**src/rtl/hmp_pkg.sv**
```systemverilog
package hmp_pkg;

    localparam logic [2:0] OFF_ID   = 3'd0;
    localparam logic [2:0] OFF_CTRL = 3'd1;
    localparam logic [2:0] OFF_PLO  = 3'd2;
    localparam logic [2:0] OFF_PMID = 3'd3;
    localparam logic [2:0] OFF_PHI  = 3'd4;
    localparam logic [2:0] OFF_DATA = 3'd5;
    localparam logic [2:0] OFF_DINC = 3'd6;

    localparam logic [7:0] ID_VALUE = 8'hA1;
    localparam int         PTR_W    = 24;

    // control byte, bit 7 first
    typedef struct packed {
        logic       hold_rst;
        logic       b2h_pend;
        logic       h2b_req;
        logic       hold_halt;
        logic       irq_en;
        logic [2:0] irq_sel;
    } ctrl_t;

    localparam ctrl_t CTRL_RESET = '{hold_rst: 1'b1, b2h_pend: 1'b0, h2b_req: 1'b0,
                                     hold_halt: 1'b0, irq_en: 1'b0, irq_sel: 3'd0};

    function automatic logic [3:0] sel_to_line(input logic [2:0] sel);
        case (sel)
            3'd1:    return 4'd3;
            3'd2:    return 4'd5;
            3'd3:    return 4'd7;
            3'd4:    return 4'd10;
            3'd5:    return 4'd11;
            3'd6:    return 4'd12;
            3'd7:    return 4'd15;
            default: return 4'd0;
        endcase
    endfunction

endpackage

```
**src/rtl/hmp_ctrl.sv**
```systemverilog
module hmp_ctrl
    import hmp_pkg::*;
(
    input  logic       clk,
    input  logic       rst_n,
    input  logic       wr_ctrl,
    input  logic [7:0] wdata,
    input  logic       brd_irq_req,
    input  logic       brd_irq_ack,
    output ctrl_t      ctrl,
    output logic       host_irq,
    output logic [3:0] irq_line
);

    ctrl_t ctrl_d, ctrl_q;

    always_comb begin
        ctrl_d = ctrl_q;
        if (brd_irq_ack) begin
            ctrl_d.h2b_req = 1'b0;
        end
        if (wr_ctrl) begin
            ctrl_d.hold_rst  = wdata[7];
            ctrl_d.hold_halt = wdata[4];
            ctrl_d.irq_en    = wdata[3];
            ctrl_d.irq_sel   = wdata[2:0];
            if (wdata[6]) begin
                ctrl_d.b2h_pend = 1'b0;
            end
            if (wdata[5]) begin
                ctrl_d.h2b_req = 1'b1;
            end
        end
        if (brd_irq_req) begin
            ctrl_d.b2h_pend = 1'b1;
        end
    end

    always_ff @(posedge clk or negedge rst_n) begin
        if (!rst_n) begin
            ctrl_q <= CTRL_RESET;
        end else begin
            ctrl_q <= ctrl_d;
        end
    end

    assign ctrl     = ctrl_q;
    assign host_irq = ctrl_q.b2h_pend && ctrl_q.irq_en && (ctrl_q.irq_sel != 3'd0);
    assign irq_line = sel_to_line(ctrl_q.irq_sel);

    // a clear without a competing request empties the flag
    a_r4_clear: assert property (@(posedge clk) disable iff (!rst_n)
        (wr_ctrl && wdata[6] && !brd_irq_req) |=> !ctrl_q.b2h_pend);
    // a request always lands, even against a clear
    a_r4_set: assert property (@(posedge clk) disable iff (!rst_n)
        brd_irq_req |=> ctrl_q.b2h_pend);
    // untouched flag holds
    a_r4_hold: assert property (@(posedge clk) disable iff (!rst_n)
        (!wr_ctrl && !brd_irq_req) |=> $stable(ctrl_q.b2h_pend));
    // acknowledge drops the request unless the host raises it again
    a_r5_ack: assert property (@(posedge clk) disable iff (!rst_n)
        (brd_irq_ack && !(wr_ctrl && wdata[5])) |=> !ctrl_q.h2b_req);
    // host raise wins
    a_r5_raise: assert property (@(posedge clk) disable iff (!rst_n)
        (wr_ctrl && wdata[5]) |=> ctrl_q.h2b_req);
    // an enabled, routed request reaches the host line
    a_r6_irq_out: assert property (@(posedge clk) disable iff (!rst_n)
        (brd_irq_req && !wr_ctrl && ctrl_q.irq_en && ctrl_q.irq_sel != 3'd0) |=> host_irq);

endmodule

```
**src/rtl/hmp_pointer.sv**
```systemverilog
module hmp_pointer
    import hmp_pkg::*;
#(
    parameter int RAM_BYTES = 32'h40000
) (
    input  logic             clk,
    input  logic             rst_n,
    input  logic             wr_stb,
    input  logic             rd_stb,
    input  logic [2:0]       reg_off,
    input  logic [7:0]       wdata,
    output logic [PTR_W-1:0] ptr,
    output logic             in_range,
    output logic             data_acc
);

    localparam logic [PTR_W:0] RAM_LIM = (PTR_W + 1)'(RAM_BYTES);

    logic [PTR_W-1:0] ptr_d, ptr_q;
    logic [PTR_W:0]   ptr_inc;
    logic             step;

    always_comb begin
        data_acc = (wr_stb || rd_stb) && (reg_off == OFF_DATA || reg_off == OFF_DINC);
        step     = data_acc && (reg_off == OFF_DINC);
        ptr_inc  = {1'b0, ptr_q} + (PTR_W + 1)'(1);
        ptr_d    = ptr_q;
        if (wr_stb) begin
            case (reg_off)
                OFF_PLO:  ptr_d[7:0]   = wdata;
                OFF_PMID: ptr_d[15:8]  = wdata;
                OFF_PHI:  ptr_d[23:16] = wdata;
                default:  ;
            endcase
        end
        if (step) begin
            ptr_d = (ptr_inc >= RAM_LIM) ? '0 : ptr_inc[PTR_W-1:0];
        end
    end

    always_ff @(posedge clk or negedge rst_n) begin
        if (!rst_n) begin
            ptr_q <= '0;
        end else begin
            ptr_q <= ptr_d;
        end
    end

    assign ptr      = ptr_q;
    assign in_range = {1'b0, ptr_q} < RAM_LIM;

    // plain window keeps the pointer
    a_r9_keep: assert property (@(posedge clk) disable iff (!rst_n)
        ((wr_stb || rd_stb) && reg_off == OFF_DATA) |=> $stable(ptr_q));
    // stepping window below the top advances by one
    a_r9_step: assert property (@(posedge clk) disable iff (!rst_n)
        (step && ({1'b0, ptr_q} < RAM_LIM - 1)) |=> (ptr_q == $past(ptr_q) + 24'd1));
    // stepping at or past the top lands on zero
    a_r9_wrap: assert property (@(posedge clk) disable iff (!rst_n)
        (step && ({1'b0, ptr_q} >= RAM_LIM - 1)) |=> (ptr_q == '0));

endmodule

```
**src/rtl/hmp_rdpath.sv**
```systemverilog
module hmp_rdpath
    import hmp_pkg::*;
(
    input  logic             clk,
    input  logic             rst_n,
    input  logic             rd_stb,
    input  logic [2:0]       reg_off,
    input  ctrl_t            ctrl,
    input  logic [PTR_W-1:0] ptr,
    input  logic             in_range,
    input  logic [7:0]       mem_rdata,
    output logic [7:0]       rdata,
    output logic             rd_valid
);

    typedef struct packed {
        logic       valid;
        logic       from_mem;
        logic       oor;
        logic [7:0] snap;
    } rsp_t;

    rsp_t rsp_d, rsp_q;

    always_comb begin
        rsp_d          = rsp_q;
        rsp_d.valid    = rd_stb;
        rsp_d.from_mem = 1'b0;
        rsp_d.oor      = 1'b0;
        if (rd_stb) begin
            rsp_d.from_mem = (reg_off == OFF_DATA) || (reg_off == OFF_DINC);
            rsp_d.oor      = !in_range;
            case (reg_off)
                OFF_ID:   rsp_d.snap = ID_VALUE;
                OFF_CTRL: rsp_d.snap = ctrl;
                OFF_PLO:  rsp_d.snap = ptr[7:0];
                OFF_PMID: rsp_d.snap = ptr[15:8];
                OFF_PHI:  rsp_d.snap = ptr[23:16];
                default:  rsp_d.snap = 8'h00;
            endcase
        end
    end

    always_ff @(posedge clk or negedge rst_n) begin
        if (!rst_n) begin
            rsp_q <= '0;
        end else begin
            rsp_q <= rsp_d;
        end
    end

    assign rd_valid = rsp_q.valid;
    assign rdata    = rsp_q.from_mem ? (rsp_q.oor ? 8'h00 : mem_rdata) : rsp_q.snap;

    // every read strobe yields a response next cycle, and only then
    a_r11_resp: assert property (@(posedge clk) disable iff (!rst_n)
        rd_stb |=> rd_valid);
    a_r11_no_extra: assert property (@(posedge clk) disable iff (!rst_n)
        !rd_stb |=> !rd_valid);

endmodule

```
**src/rtl/hostmem_port.sv**
```systemverilog
module hostmem_port
    import hmp_pkg::*;
#(
    parameter int RAM_BYTES = 32'h40000,
    localparam int MEM_AW   = $clog2(RAM_BYTES)
) (
    input  logic              clk,
    input  logic              rst_n,
    input  logic [2:0]        reg_off,
    input  logic              wr_stb,
    input  logic              rd_stb,
    input  logic [7:0]        wdata,
    output logic [7:0]        rdata,
    output logic              rd_valid,
    output logic              cpu_reset,
    output logic              cpu_halt,
    output logic              h2b_irq,
    input  logic              brd_irq_req,
    input  logic              brd_irq_ack,
    output logic              host_irq,
    output logic [3:0]        irq_line,
    output logic              mem_en,
    output logic              mem_we,
    output logic [MEM_AW-1:0] mem_addr,
    output logic [7:0]        mem_wdata,
    input  logic [7:0]        mem_rdata
);

    ctrl_t            ctrl;
    logic [PTR_W-1:0] ptr;
    logic             in_range;
    logic             data_acc;

    hmp_ctrl u_ctrl (
        .clk         (clk),
        .rst_n       (rst_n),
        .wr_ctrl     (wr_stb && reg_off == OFF_CTRL),
        .wdata       (wdata),
        .brd_irq_req (brd_irq_req),
        .brd_irq_ack (brd_irq_ack),
        .ctrl        (ctrl),
        .host_irq    (host_irq),
        .irq_line    (irq_line)
    );

    hmp_pointer #(.RAM_BYTES(RAM_BYTES)) u_ptr (
        .clk      (clk),
        .rst_n    (rst_n),
        .wr_stb   (wr_stb),
        .rd_stb   (rd_stb),
        .reg_off  (reg_off),
        .wdata    (wdata),
        .ptr      (ptr),
        .in_range (in_range),
        .data_acc (data_acc)
    );

    hmp_rdpath u_rd (
        .clk       (clk),
        .rst_n     (rst_n),
        .rd_stb    (rd_stb),
        .reg_off   (reg_off),
        .ctrl      (ctrl),
        .ptr       (ptr),
        .in_range  (in_range),
        .mem_rdata (mem_rdata),
        .rdata     (rdata),
        .rd_valid  (rd_valid)
    );

    assign cpu_reset = ctrl.hold_rst;
    assign cpu_halt  = ctrl.hold_halt;
    assign h2b_irq   = ctrl.h2b_req;

    assign mem_en    = data_acc && in_range;
    assign mem_we    = mem_en && wr_stb;
    assign mem_addr  = ptr[MEM_AW-1:0];
    assign mem_wdata = wdata;

    // an out-of-range pointer never starts a memory cycle
    a_r10_no_cycle: assert property (@(posedge clk) disable iff (!rst_n)
        ((wr_stb || rd_stb) && !in_range) |-> !mem_en);
    // a data window write reaches memory when in range
    a_r12_write: assert property (@(posedge clk) disable iff (!rst_n)
        (wr_stb && in_range && (reg_off == OFF_DATA || reg_off == OFF_DINC)) |-> mem_we);

endmodule

```
**config.mk**
```make
export PLATFORM = sky130hd
export DESIGN_NAME = hostmem_port
export DESIGN_NICKNAME = d
export VERILOG_FILES = /design/src/rtl/hmp_pkg.sv /design/src/rtl/hmp_ctrl.sv /design/src/rtl/hmp_pointer.sv /design/src/rtl/hmp_rdpath.sv /design/src/rtl/hostmem_port.sv
export SDC_FILE = /design/constraint.sdc
export NUM_CORES = 1
export LEC_CHECK = 0
export BUFFER_PORTS_ARGS = -buffer_cell sky130_fd_sc_hd__buf_2
export CORE_MARGIN = 3
export CORE_UTILIZATION = 49
export CTS_CLUSTER_SIZE = 28
export DETAILED_ROUTE_END_ITERATION = 10
export MAX_ROUTING_LAYER = met4
export PLACE_DENSITY = 0.82
export SLEW_MARGIN = 25
export SYNTH_ARGS = -nofsm -noshare
export SYNTH_HDL_FRONTEND = slang
export SYNTH_SLANG_ARGS = --single-unit
export TNS_END_PERCENT = 10
```
**constraint.sdc**
```tcl
create_clock -name clk -period 2.2 [get_ports clk]
set_input_delay 0.11 -clock clk [delete_from_list [all_inputs] [get_ports clk]]
set_output_delay 0.11 -clock clk [all_outputs]
set_load 0.005 [all_outputs]
```
Word-level counts from Yosys, hierarchy flattened
Index checks and enable logic that the tools add are counted.
{"block": "totals", "register_bits": 43, "inputBits": 25, "out_inout_bits": 45, "wordCells": 67}
{"block": "op_classes", "add_sub_neg": 1, "n_lt_le_gt_ge": 2, "eq_ne": 13, "n_mux": 16, "reduce_logical": 22}
{"op": "$mux 24", "count": 3}
{"op": "$mux 8", "count": 5}
{"op": "$pmux 8 s5", "count": 1}
{"op": "$pmux 4 s7", "count": 1}
{"op": "$add 24x1->25 const B", "count": 1}
{"op": "$ge 25x19->1 const B", "count": 1}
{"op": "$lt 24x19->1 const B", "count": 1}
{"op": "$eq 3x3->1 const B", "count": 7}
{"op": "$eq 3x2->1 const B", "count": 4}
{"op": "$reduce_bool 2->1", "count": 6}
{"op": "$mux 10", "count": 1}
{"op": "$reduce_and 2->1", "count": 4}
{"op": "$logic_and 1x1->1", "count": 7}
{"op": "$mux 7", "count": 1}
{"op": "$eq 3x1->1 const B", "count": 2}
{"op": "$mux 1", "count": 4}
{"op": "$logic_not 3->1", "count": 1}
{"op": "$reduce_bool 3->1", "count": 1}
{"op": "$logic_or 1x1->1", "count": 2}
{"op": "$logic_not 1->1", "count": 1}

Longest topological paths before layout
{"block": "depth", "ltp_word": 6, "ltp_mapped": 9}

Cells and area by module
From an unflattened synthesis, not the netlist that was laid out.
{"block": "unflattened", "hier_cells": 336, "area_unflattened_um2": 2882.8}
{"module": "hmp_pointer", "n_inst": 1, "cells_per_inst": 205, "area_per_inst_um2": 1675.4, "seq_area_each_um2": 600.6}
{"module": "hmp_rdpath", "n_inst": 1, "cells_per_inst": 91, "area_per_inst_um2": 768.2, "seq_area_each_um2": 275.3}
{"module": "hmp_ctrl", "n_inst": 1, "cells_per_inst": 29, "area_per_inst_um2": 354.1, "seq_area_each_um2": 201.4}
{"module": "hostmem_port", "n_inst": 1, "cells_per_inst": 11, "area_per_inst_um2": 85.1, "seq_area_each_um2": 0.0}

Least setup slack after synthesis
No wires, ideal clock.
{"block": "synth_path", "kind": "reg-to-reg", "start": "register u_ptr.ptr_q[8] (netlist: u_ptr.ptr[8])", "end": "register u_ptr.ptr_q[12] (netlist: u_ptr.ptr[12])", "setup_time_ns": 0.140, "t_arrival_ns": 2.157, "t_required_ns": 2.060, "setup_slack_ns": -0.097, "stages_incl_launch_ff": 10, "path_buffers": 3, "synth_period_minus_slack_ns": 2.297, "path_cell_list": "dfrtp_1 -> buf_2 -> nand4_2 -> or4_1 -> buf_2 -> nor3_2 -> mux2_4 -> buf_6 -> a41oi_1 -> o22ai_1"}
{"block": "synth_between", "elab_chain_len": 4}
{"item": "start, declared", "line_no": "hmp_pointer.sv:19", "source": "logic [PTR_W-1:0] ptr_d, ptr_q;"}
{"item": "start signal, assigned", "line_no": "hmp_pointer.sv:45", "source": "ptr_q <= ptr_d;"}
{"item": "$add 24x1->25 *", "line_no": "hmp_pointer.sv:26", "source": "ptr_inc = {1'b0, ptr_q} + (PTR_W + 1)'(1);"}
{"item": "$ge 25x19->1", "line_no": "hmp_pointer.sv:37", "source": "ptr_d = (ptr_inc >= RAM_LIM) ? '0 : ptr_inc[PTR_W-1:0];"}
{"item": "$mux 24 *", "line_no": "hmp_pointer.sv:37"}
{"item": "$mux 24 *", "line_no": "hmp_pointer.sv:36", "source": "if (step) begin"}
Every way passes the cells marked *; elsewhere a longest branch is shown, timed or not.
A chain may end at the register's enable or synchronous reset.

Worst setup path in the final report
{"block": "layout_path", "start": "register u_ptr.ptr_q[1] (netlist: u_ptr.ptr[1])", "end": "register u_ptr.ptr_q[0] (netlist: u_ptr.ptr[0])"}
{"block": "layout_between", "elab_chain_len": 4}
{"item": "$add 24x1->25", "line_no": "hmp_pointer.sv:26"}
{"item": "$ge 25x19->1", "line_no": "hmp_pointer.sv:37"}
{"item": "$mux 24", "line_no": "hmp_pointer.sv:37"}
{"item": "$mux 24", "line_no": "hmp_pointer.sv:36"}
Every way passes these cells.

==> results.json <==
{
  "vias": 3032,
  "ir_drop_mv": 0.4761,
  "ys_seq_area_share_pct": 35.92,
  "cp.arrival_ns": 2.45,
  "fin_nets": 464,
  "yosysTopAreaCell": "dfrtp_1",
  "cts.htree.levels": 2,
  "drtIter0Drc": 309,
  "period_share_pct": 101.5,
  "ys_top_cells_by_area": "dfrtp_1 (35%), buf_4 (7.0%), nor2_1 (5.5%)",
  "grtUsageTotal_pct": 26.17,
  "ys_types": 52,
  "fin_tns_setup_ns": -0.03274,
  "synth_ff_type": "dfrtp_1",
  "tritoncts": "done",
  "maxCapViolCount": 0,
  "dp.cells": 490,
  "violations": "negative setup slack",
  "synth-adder-area-share_pct": 0.4172,
  "drcViolationCount": 0,
  "synth-compound-area-share_pct": 19.86,
  "hold_viol_final": 0,
  "fin_util_pct": 65.29,
  "cp_max_fo": 7,
  "n_antenna_cell": 0,
  "cts-buffers-inserted": 5,
  "syn_area_per_cell_sq_um": 8.285,
  "fin_crit_ns": 2.233,
  "r2r_setup_slack_ns": -0.03,
  "synth-seq-cells": 43,
  "synth.most_common_cell": "nor2_1",
  "hp-class": "primary input to flop",
  "area_delta_synth_final_pct": 24.28,
  "cpMaxStageDelayCell": "dfrtp_1",
  "chipWidth_microns": 84.24,
  "synth_area_sq_um": 2999,
  "core_area_sq_um": 5709,
  "worst_slack_ns": -0.03274,
  "crit_cells": 9,
  "synth_mux_area_share_pct": 7.176,
  "root_buffer": "clkbuf_8",
  "fmax_mhz": 447.9,
  "r2r_cells": 9,
  "skew_ns": 0.008046,
  "holdPathStages": 3,
  "synthArstFlopShare_pct": 100.0,
  "clk_latency_ns": 0.30,
  "rsz0062_at_grt": "yes",
  "status": "finished, violations left",
  "synth_edf_count": 0,
  "hold_start": "wdata[1]",
  "dp_hpwl_microns": 6692,
  "grt_pass1_vias": 2838,
  "hold_slack_ns": 0.05076,
  "syn_inst": 362,
  "ios": 70,
  "rows": 27,
  "initial_utilization_pct": 52.53,
  "ant_nets": 0,
  "synth-xor-area-share_pct": 0.8761,
  "path_class": "flop to flop",
  "crit_required_ns": 2.41,
  "antenna_found_initial": 0,
  "post_dp_cell_area_sq_um": 3431,
  "wl_microns": 9192,
  "crit_path_end_kind": "flop",
  "fp.dieArea_sq_um": 7096,
  "clockBufferDepth": 2,
  "syn_nets": 388,
  "synth_top_family_by_area": "simple AND/OR/NAND/NOR gates",
  "worst_setup_path_start_kind": "flop",
  "path_cells": "ha_4, nand2_4, nor4_4, buf_4, mux2i_1, a31o_1, buf_6, nand3_4, o31ai_4",
  "drv_slew": 0,
  "clk_pin_slew_ns": 0.09,
  "firstDrtPassIters": 5,
  "portBuffers": 69,
  "fin_area_sq_um": 3727,
  "yosys_warnings": 0,
  "worst-path-buf-inv": 2,
  "routedWlPerCell_microns": 17.99,
  "crit_path_max_incr_delay_ns": 0.43,
  "tightest_slew_ns": 0.7519,
  "grt_max_degree": 33,
  "yosys.area_share.simple_pct": 23.07,
  "finalSetupViolCount": 1,
  "grt_overflow": 0,
  "critPathTopFamily": "simple AND/OR/NAND/NOR gates",
  "final_cells": 511,
  "cts.sinks": 43,
  "p_leak_nw": 1.702,
  "timing.rr.start": "u_ptr.ptr[1]",
  "max_slew_margin_pct": 49.88,
  "cp-startpoint": "u_ptr.ptr[1]",
  "gp_congestion": 0.9938,
  "drive_gt1_share_pct": 35.54,
  "synth_top_area_share_pct": 35.04,
  "die_height_microns": 84.24,
  "powerDensity_nw_per_um2": 734.3,
  "synth_common_cells": "nor2_1 (44), dfrtp_1 (42), nand2_1 (36), a21oi_1 (29), buf_4 (28)",
  "viasPerCell": 5.933,
  "grt_pass1_wl_microns": 14470
}
## path summary, 6_finish.rpt
kind / to
max reg2reg: u_ptr.ptr[0]
max: u_ptr.ptr[0]
max in group asynchronous: u_ptr.ptr[0]
min: u_ctrl.ctrl[1]
min reg2reg: u_rd.rsp_q[0]
min in group asynchronous: u_ptr.ptr[4]
## tightest hold or removal path: stages
cell and delay (ns):
buf_2 0.10, nand2_1 0.04, o21ai_0 0.07
## power breakdown
part / switching (mW) / leakage [nW] / internal (mW) / total (mW)
clock: 0.287 / 0.0505 / 0.286 / 0.573
combinational: 0.588 / 1.12 / 0.507 / 1.09
sequential: 0.136 / 0.534 / 0.933 / 1.07
total: 1.01 / 1.70 / 1.73 / 2.74
## repair_timing
item / in CTS / in global routing
gates cloned: 1 / 0
gates resized for setup: 4 / 8
setup buffers: 2 / 7
setup endpoints to repair: 17 / 17
hold endpoints to repair: 32 / 0
hold buffers: 3 / 0
pin swaps: 1 / 13
## routing by layer
metal  global-route usage [%]  vias up  share of wire (%)
met1                    33.87     1437                 40
met2                    41.97      166                 49
met5                        -        -                  0
met4                    7.895        0                3.2
li1                         -     1400                  -
met3                    4.514       29                7.7
## flip-flops by register name, indices dropped and copies added, names as in the netlist
name and cells:
u_rd.rsp_q 10, u_rd.rd_valid 1, u_ptr.ptr 24, u_ctrl.ctrl 8
## stage by stage
stage               setup WS (ns)  power, mW
floorplan                -0.02711      1.720
global placement         -0.03292      2.033
detailed placement        -0.1077      2.059
CTS                    -0.0009959      2.650
global route              -0.1240      2.904
finish                   -0.03274      2.737
## cell usage in the layout (no fill, tap or decap), types with 8 or more instances in the layout
cell / synthesis / layout
buf_4: 28 / 41
nand4_1: 10 / 10
nor2_1: 44 / 44
mux2i_1: 11 / 11
buf_2: 4 / 69
o21ai_1: 8 / 8
o22ai_1: 8 / 8
inv_1: 18 / 18
a21oi_1: 29 / 29
dfrtp_1: 42 / 40
nor3_1: 9 / 9
mux2_2: 8 / 8
nand2_1: 36 / 35
a22oi_1: 8 / 8
o21ai_0: 15 / 15
## layout make-up
type / count / area (sq um)
Fill cell: 489 / 1982
Multi-Input combinational cell: 254 / 1652
Sequential cell: 43 / 1080
Timing Repair Buffer: 116 / 734.5
Clock buffer: 7 / 96.34
Tap cell: 72 / 90.09
Inverter: 18 / 67.56
Clock inverter: 1 / 7.507
## kinds of logic after synthesis
group                      count (synthesis)
and+or+nand+nor                          135
DFF                                       43
buffers and inverters                     66
muxes                                     20
AOI/OAI and AO/OA                         94
adders and majority gates                  1
xor gates and xnor gates                   3
Note: power is estimated with default switching activity, not from simulation.
